File: config.mk
export PLATFORM = sky130hd
export DESIGN_NAME = page_select_unit
export DESIGN_NICKNAME = d
export VERILOG_FILES = /design/src/rtl/pgsel_pkg.sv /design/src/rtl/pgsel_decode.sv /design/src/rtl/pgsel_reg.sv /design/src/rtl/pgsel_map.sv /design/src/rtl/page_select_unit.sv
export SDC_FILE = /design/constraint.sdc
export NUM_CORES = 1
export LEC_CHECK = 0
export BUFFER_PORTS_ARGS = -buffer_cell sky130_fd_sc_hd__buf_2
export CORE_AREA = 3 3 40 42
export CTS_CLUSTER_DIAMETER = 80
export DETAILED_ROUTE_END_ITERATION = 8
export DIE_AREA = 0 0 43 45
export MAX_ROUTING_LAYER = met4
export PLACE_DENSITY = 0.74
export SYNTH_ARGS = -nofsm -noshare
export SYNTH_HDL_FRONTEND = slang
export SYNTH_SLANG_ARGS = --single-unit
File: constraint.sdc
create_clock -name clk -period 1.6 [get_ports clk]
set_input_delay 0.08 -clock clk [delete_from_list [all_inputs] [get_ports clk]]
set_output_delay 0.08 -clock clk [all_outputs]
set_load 0.02 [all_outputs]
File: src/rtl/pgsel_pkg.sv
// Package: shared field positions, window names and the stored
// configuration type for the paging register.
// Assumes: an 8-bit I/O data bus whose bits 5:0 carry all control fields.
package pgsel_pkg;

    localparam int TOP_LSB  = 0;
    localparam int TOP_W    = 3;
    localparam int SCR_BIT  = 3;
    localparam int ROM_BIT  = 4;
    localparam int LOCK_BIT = 5;
    localparam int CFG_W    = LOCK_BIT + 1;

    typedef enum logic [1:0] {
        WIN_ROM = 2'd0,
        WIN_LOW = 2'd1,
        WIN_MID = 2'd2,
        WIN_TOP = 2'd3
    } win_e;

    // Field order matches the bit positions of the written byte.
    typedef struct packed {
        logic             lock;
        logic             rom_sel;
        logic             shadow;
        logic [TOP_W-1:0] top_bank;
    } page_cfg_t;

endpackage

File: src/rtl/pgsel_decode.sv
// Module: I/O port decoder. Flags a write whose address matches the
// masked pattern.
// Assumes: io_wr already marks one write per high cycle.
module pgsel_decode #(
    parameter int          ADDR_W    = 16,
    parameter logic [15:0] DEC_MASK  = 16'h8002,
    parameter logic [15:0] DEC_MATCH = 16'h0000
) (
    input  logic [ADDR_W-1:0] io_addr,
    input  logic              io_wr,
    output logic              hit
);
    localparam logic [ADDR_W-1:0] MASK  = DEC_MASK[ADDR_W-1:0];
    localparam logic [ADDR_W-1:0] MATCH = DEC_MATCH[ADDR_W-1:0];

    // Compare only the decoded bits; all other address bits are don't-care.
    always_comb begin
        hit = io_wr && ((io_addr & MASK) == MATCH);
    end
endmodule

File: src/rtl/pgsel_reg.sv
// Module: the write-only configuration register with its sticky lock.
// Assumes: synchronous active-low reset; a write that sets the lock
// is itself stored in full.
module pgsel_reg
    import pgsel_pkg::*;
(
    input  logic             clk,
    input  logic             rst_n,
    input  logic             hit,
    input  logic [CFG_W-1:0] wdata,
    output page_cfg_t        cfg_q
);
    logic take;

    // Accept a decoded write only while the lock is still clear.
    always_comb begin
        take = hit && !cfg_q.lock;
    end

    // Hold the configuration; clear it on reset.
    always_ff @(posedge clk) begin
        if (!rst_n) begin
            cfg_q <= '0;
        end else if (take) begin
            cfg_q <= page_cfg_t'(wdata);
        end
    end
endmodule

File: src/rtl/pgsel_map.sv
// Module: combinational address translator from CPU address to bank.
// Assumes: four equal windows picked by the top two address bits.
module pgsel_map
    import pgsel_pkg::*;
#(
    parameter int ADDR_W    = 16,
    parameter int BANK_W    = 3,
    parameter int LOW_FIXED = 5,
    parameter int MID_FIXED = 2
) (
    input  logic [ADDR_W-1:0] cpu_addr,
    input  page_cfg_t         cfg,
    output logic              is_rom,
    output logic [BANK_W-1:0] bank
);
    localparam int WIN_MSB = ADDR_W - 1;
    localparam logic [BANK_W-1:0] LOW_B = BANK_W'(LOW_FIXED);
    localparam logic [BANK_W-1:0] MID_B = BANK_W'(MID_FIXED);

    win_e win;
    logic unused_low_addr;

    // Name the window from the top two address bits.
    always_comb begin
        win = win_e'(cpu_addr[WIN_MSB -: 2]);
    end

    assign unused_low_addr = ^cpu_addr[WIN_MSB-2:0];

    // Pick ROM or RAM bank for the current window.
    always_comb begin
        is_rom = 1'b0;
        bank   = '0;
        unique case (win)
            WIN_ROM: begin
                is_rom = 1'b1;
                bank   = BANK_W'(cfg.rom_sel);
            end
            WIN_LOW: bank = LOW_B;
            WIN_MID: bank = MID_B;
            WIN_TOP: bank = BANK_W'(cfg.top_bank);
            default: bank = '0;
        endcase
    end
endmodule

File: src/rtl/page_select_unit.sv
// Module: top of the paging register. Decodes the port, stores the
// byte, drives the CPU map, the display bank and the lock flag.
// Assumes: a 16-bit I/O and memory address and an 8-bit data byte.
module page_select_unit
    import pgsel_pkg::*;
#(
    parameter int          ADDR_W     = 16,
    parameter int          DATA_W     = 8,
    parameter int          BANK_W     = 3,
    parameter logic [15:0] DEC_MASK   = 16'h8002,
    parameter logic [15:0] DEC_MATCH  = 16'h0000,
    parameter int          LOW_FIXED  = 5,
    parameter int          MID_FIXED  = 2,
    parameter int          NORMAL_SCR = 5,
    parameter int          SHADOW_SCR = 7
) (
    input  logic              clk,
    input  logic              rst_n,
    input  logic [ADDR_W-1:0] io_addr,
    input  logic [DATA_W-1:0] io_wdata,
    input  logic              io_wr,
    input  logic [ADDR_W-1:0] cpu_addr,
    output logic              map_is_rom,
    output logic [BANK_W-1:0] map_bank,
    output logic [BANK_W-1:0] disp_bank,
    output logic              locked
);
    localparam logic [BANK_W-1:0] NORM_B = BANK_W'(NORMAL_SCR);
    localparam logic [BANK_W-1:0] SHAD_B = BANK_W'(SHADOW_SCR);

    logic      hit;
    page_cfg_t cfg_q;
    logic      unused_hi_data;

    assign unused_hi_data = ^io_wdata[DATA_W-1:CFG_W];

    pgsel_decode #(
        .ADDR_W   (ADDR_W),
        .DEC_MASK (DEC_MASK),
        .DEC_MATCH(DEC_MATCH)
    ) u_decode (
        .io_addr(io_addr),
        .io_wr  (io_wr),
        .hit    (hit)
    );

    pgsel_reg u_reg (
        .clk  (clk),
        .rst_n(rst_n),
        .hit  (hit),
        .wdata(io_wdata[CFG_W-1:0]),
        .cfg_q(cfg_q)
    );

    pgsel_map #(
        .ADDR_W   (ADDR_W),
        .BANK_W   (BANK_W),
        .LOW_FIXED(LOW_FIXED),
        .MID_FIXED(MID_FIXED)
    ) u_map (
        .cpu_addr(cpu_addr),
        .cfg     (cfg_q),
        .is_rom  (map_is_rom),
        .bank    (map_bank)
    );

    // Display bank and lock flag come straight from the stored byte.
    always_comb begin
        disp_bank = cfg_q.shadow ? SHAD_B : NORM_B;
        locked    = cfg_q.lock;
    end
endmodule

After elaboration in Yosys (flattened, before gate mapping)
Cells that the tools add are included.

$add $sub $neg: 0. $mul: 0. Div/mod/pow operators: 0. Order comparisons: 0. Eq/ne operators: 3. Shift operators: 0. Muxes and demuxes: 3. Bitwise gates (word level): 0. Reduce and logical (&&, ||, !) cells: 5.

Operator list (count): 16-bit zero test (1); 3-bit case mux with 4 select lines (1); 2-bit == test (second input constant) (2); 2-bit by 1-bit == test with 1-bit output (second input constant) (1); 1-bit logical AND (2); 2-bit zero test (1); 2-bit 2-to-1 mux (1); 1-bit zero test (1); 1-bit 2-to-1 mux (1).

Register bits after elaboration: 6. Bits in latches: 0. Memory bits (writable): 0. Bits in read-only memories: 0. Bits of input ports: 43. Memories: 0.

Longest topological paths before layout
Depth after elaboration: 3. Gate-level depth with buffers: 3. Gate-level depth less buffers: 2.

Modules after synthesis
A second synthesis with hierarchy kept.

Cells, all modules: 37. Area total of the unflattened synthesis: 319.1 µm².

Modules (own cells, without submodules): pgsel_reg (times used 1, cells each 26, area an instance 249.0 µm²); pgsel_map (times used 1, cells each 7, area an instance 38.8 µm²); page_select_unit (times used 1, cells each 3, area an instance 18.8 µm²); pgsel_decode (times used 1, cells each 1, area an instance 12.5 µm²).

Least setup slack after synthesis
Ideal clock, no wire load.

Path type: register to register. Start point: reg u_reg.cfg_q[5] (netlist name). End point: reg u_reg.cfg_q[0] (netlist name). Data arrival time: 1088 ps. Required time: 1528 ps. Setup slack: 440 ps. Stages on the path, launching flop included: 3. Clock period less this slack: 1160 ps. Cells stage by stage: dfxtp_1 -> nor4b_4 -> mux2i_1.

Cells in the longest elaborated chain, start to end: 2.

Ends and longest elaborated chain: 1-bit zero test (line pgsel_reg.sv:17) `take = hit && !cfg_q.lock;`; 1-bit logical AND (line pgsel_reg.sv:17).

No other way between the ends. A chain may end at the register's enable or synchronous reset.

Worst setup path in the final report
Start point: reg u_reg.cfg_q[5] (netlist name). End point: reg u_reg.cfg_q[4] (netlist name).

Cells in the longest elaborated chain, start to end: 2.

Ends and longest elaborated chain (line): 1-bit zero test (pgsel_reg.sv:17); 1-bit logical AND (pgsel_reg.sv:17).

No other way between the ends.

==> summary.md <==
| Metric | Value |
|---|---|
| Routed Antenna Nets | 0 |
| Hold Fails Final Rpt | 0 |
| TritonCTS clock tree | yes |
| Largest net degree at the start of global routing | 13 |
| Cells after Synth | 36 |
| Post-synth top area share | 0.379 |
| Reg2Reg Depth | 2 |
| CP max-delay cell | nor4b_4 |
| RR Startpoint | u_reg.cfg_q[5]$_SDFFE_PN0P_ |
| Seq cells post-synth | 6 |
| Critical Path, Cell by Cell | nor4b_4 > mux2i_1 |
| Post-CTS Hold Fix Bufs | 0 |
| Root Buffer | clkbuf_4 |
| FILL cells | 145 |
| Sink Count | 6 |
| DR iter-0 viols | 2 |
| CP Max Fanout | 6 |
| Placer Congestion | 0.675 |
| Mux cell area share after synthesis | 0.158 |
| Overflow after GRT | 0 |
| Share of layout cells above drive strength 1 | 0.426 |
| Area Overhead vs Synth | 34.4% |
| Slew margin rel. | 0.661 |
| Post_cts resized | 0 |
| Simple logic cell fraction of the synthesized area | 0.245 |
| Worst setup SP type | register |
| Delay-heaviest family, CP | simple AND/OR/NAND/NOR gates |
| Starting Density | 0.246 |
| Complex-gate fraction of the synthesized area | 0.0988 |
| Pre-CTS WS | roughly 0.39 ns |
| GRT Util Overall | 0.0704 |
| Largest family of logic cells by synthesized area | simple AND/OR/NAND/NOR gates |
| Area of the multi-input gates | approximately 170 µm² |
| Fmax | 854 MHz |
| R2R setup slack | 0.43 ns |
| Synth unique cells | 15 |
| Run status | complete, no violations |
| CTS buffer count | 3 |
| Type of the most critical hold path | in -> reg |
| Synth Area in Adders | 0 |
| Power Density | around 840 mW/mm² |
| Largest register FFs | 6 |
| Nets | between 90 and 100 |
| Input/output buffers | 18 |
| Vias in the first global route | 222 |
| WL per Instance | ~9.0 µm |
| Chip Height | 45 µm |
| First-pass GRT wire length | 890 µm |
| Die X | between 40 and 50 µm |
| Critical Path Max Stage Delay | about 0.52 ns |
| Number of buffers and inverters on the critical path | 0 |
| Worst Path Class, Setup | reg -> reg |
| Ports | 51 |
| Die ar. | between 0.0015 and 0.002 mm² |
| Critical Path RT | 1.77 ns |
| Row cnt | 13 |
| Ranking of synthesized cells by area | dfxtp_1 38%, mux2i_1 16%, nand2_1 12% |
| N_diodes | 0 |
| Top flop regs | u_reg.cfg_q x6 |
| Clk buf depth | 2 |
| Syn Area/Cell | 8.79 µm² |
| Initial antenna violation count | 0 |
| WL final | between 600 and 700 µm |
| Leakage power | 0.000209 µW |
| Via count | 290 |
| Via density per instance | roughly 4.2 |
| Fin Hold WS | 0.0863 ns |
| Core Region | 0.00128 mm² |
| Hpwl dp | 525 µm |
| Slew Viols, Final | 0 |
| Post-Synth XOR/XNOR Area | 0 |
| Fin crit period | around 1.2 ns |
| Clock transition at path regs | ~0.05 ns |
| Setup TNS | 0 ns |
| Mapped cell area | 317 µm² |
| Final period util | 0.732 |
| Yosys warns | 0 |
| Actual slew at the worst max-slew pin | 0.507 ns |
| WHS Endpoint | u_reg.cfg_q[2]$_SDFFE_PN0P_ |
| Seq/Total Area, Yosys | 0.379 |
| Postcts setup bufs | 0 |
| H-tree depth | 1 |
| Reg area | 120 µm² |
| Arrival time at the worst endpoint | 1.34 ns |
| Clock Skew | between 0.002 and 0.003 ns |
| RSZ-0062 raised after global routing | no |
| WHS Path Cells | 3 |
| Register with the most flip-flops | u_reg.cfg_q |
| Final setup viols | 0 |
| Drt first pass iters | 2 |
| Origin of the worst min-delay path | io_wdata[2] |
| R2r endpoint | u_reg.cfg_q[4]$_SDFFE_PN0P_ |
| Clock Latency Late Sink | around 0.24 ns |
| Post-synth top area cell | dfxtp_1 |
| DRC viols | 0 |
| Final setup margin | 0.429 ns |
| CP endpoint kind | register |
| Worst VDD drop | 0.000308 V |
| Max Cap Viol | 0 |
-- report_power, final --
| part | switching, µW | internal (µW) | total (µW) |
|---|---|---|---|
| sequential | 3.09 | 155 | 158 |
| clock | 51.7 | 84.7 | 136 |
| combinational | 36.0 | 28.5 | 64.5 |
| total | 90.8 | 269 | 359 |
-- worst min-delay path: cells and delay by family --
family / cells / cell delay [ns]
muxes: 1 / 0.05
and+or+nand+nor: 1 / 0.04
buffers and inverters: 1 / 0.10
-- layout by cell type, fill, tap and decap left out --
cell | synthesis | final
buf_2 | 0 | 18
nor2_1 | 1 | 1
dfxtp_1 | 6 | 6
inv_1 | 2 | 2
nand2b_1 | 1 | 1
a22o_1 | 1 | 1
mux2i_1 | 5 | 5
conb_1 | 1 | 2
and2_1 | 1 | 1
a22o_2 | 1 | 1
nand2_1 | 10 | 10
o21a_1 | 1 | 1
clkbuf_4 | 0 | 3
a21oi_1 | 1 | 1
nor4b_4 | 1 | 1
-- area by class of cell --
| cell class | instances | area share |
|---|---|---|
| Multi-Input combinational cell | 25 | 0.391 |
| Sequential cell | 6 | 0.282 |
| Timing Repair Buffer | 18 | 0.212 |
| Clock buffer | 3 | 0.0529 |
| Tap cell | 15 | 0.0441 |
| Inverter | 2 | 0.0176 |
-- metrics by stage --
stage          instance area (µm²)  cells   util  power [µW]
2_1_floorplan                  320     37      -         204
3_3_place_gp                   403     66  0.314         225
3_5_place_dp                   403     66  0.314         227
4_1_cts                        425     69  0.331         365
5_1_grt                        425     69  0.331         383
6_report                       425     69  0.331         359
-- logic make-up after synthesis --
kind of cell           Yosys count
and+or+nand+nor                 14
DFF                              6
buffers and inverters            6
muxes                            5
AOI/OAI and AO/OA                4
other                            1
-- synthesized netlist by cell type, drive strengths merged --
library cell	n
nand2	10
dfxtp	6
mux2i	5
buf	3
a22o	2
inv	2
a21oi	1
and2	1
clkbuf	1
conb	1
nand2b	1
nor2	1
nor4b	1
o21a	1
-- routing by layer --
| metal | track usage | vias up | share of wire |
|---|---|---|---|
| met1 | 0.0678 | 125 | 0.39 |
| met2 | 0.0958 | 9 | 0.50 |
| met5 | - | - | 0 |
| met4 | 0.0723 | 0 | 0.032 |
| li1 | - | 152 | - |
| met3 | 0.0398 | 4 | 0.079 |
-- how the worst max path moves through the flow --
stage | startpoint | cells past startpoint | to | slack, ns
floorplan | u_reg.cfg_q[5]$_SDFFE_PN0P_ | 2 | u_reg.cfg_q[0]$_SDFFE_PN0P_ | 0.44
global placement | u_reg.cfg_q[5]$_SDFFE_PN0P_ | 2 | u_reg.cfg_q[2]$_SDFFE_PN0P_ | 0.42
detailed placement | u_reg.cfg_q[5]$_SDFFE_PN0P_ | 2 | u_reg.cfg_q[4]$_SDFFE_PN0P_ | 0.39
CTS | u_reg.cfg_q[5]$_SDFFE_PN0P_ | 2 | u_reg.cfg_q[4]$_SDFFE_PN0P_ | 0.38
global route | u_reg.cfg_q[5]$_SDFFE_PN0P_ | 2 | u_reg.cfg_q[4]$_SDFFE_PN0P_ | 0.33
finish | u_reg.cfg_q[5]$_SDFFE_PN0P_ | 2 | u_reg.cfg_q[4]$_SDFFE_PN0P_ | 0.43
Power figures use the tool's default switching activity.
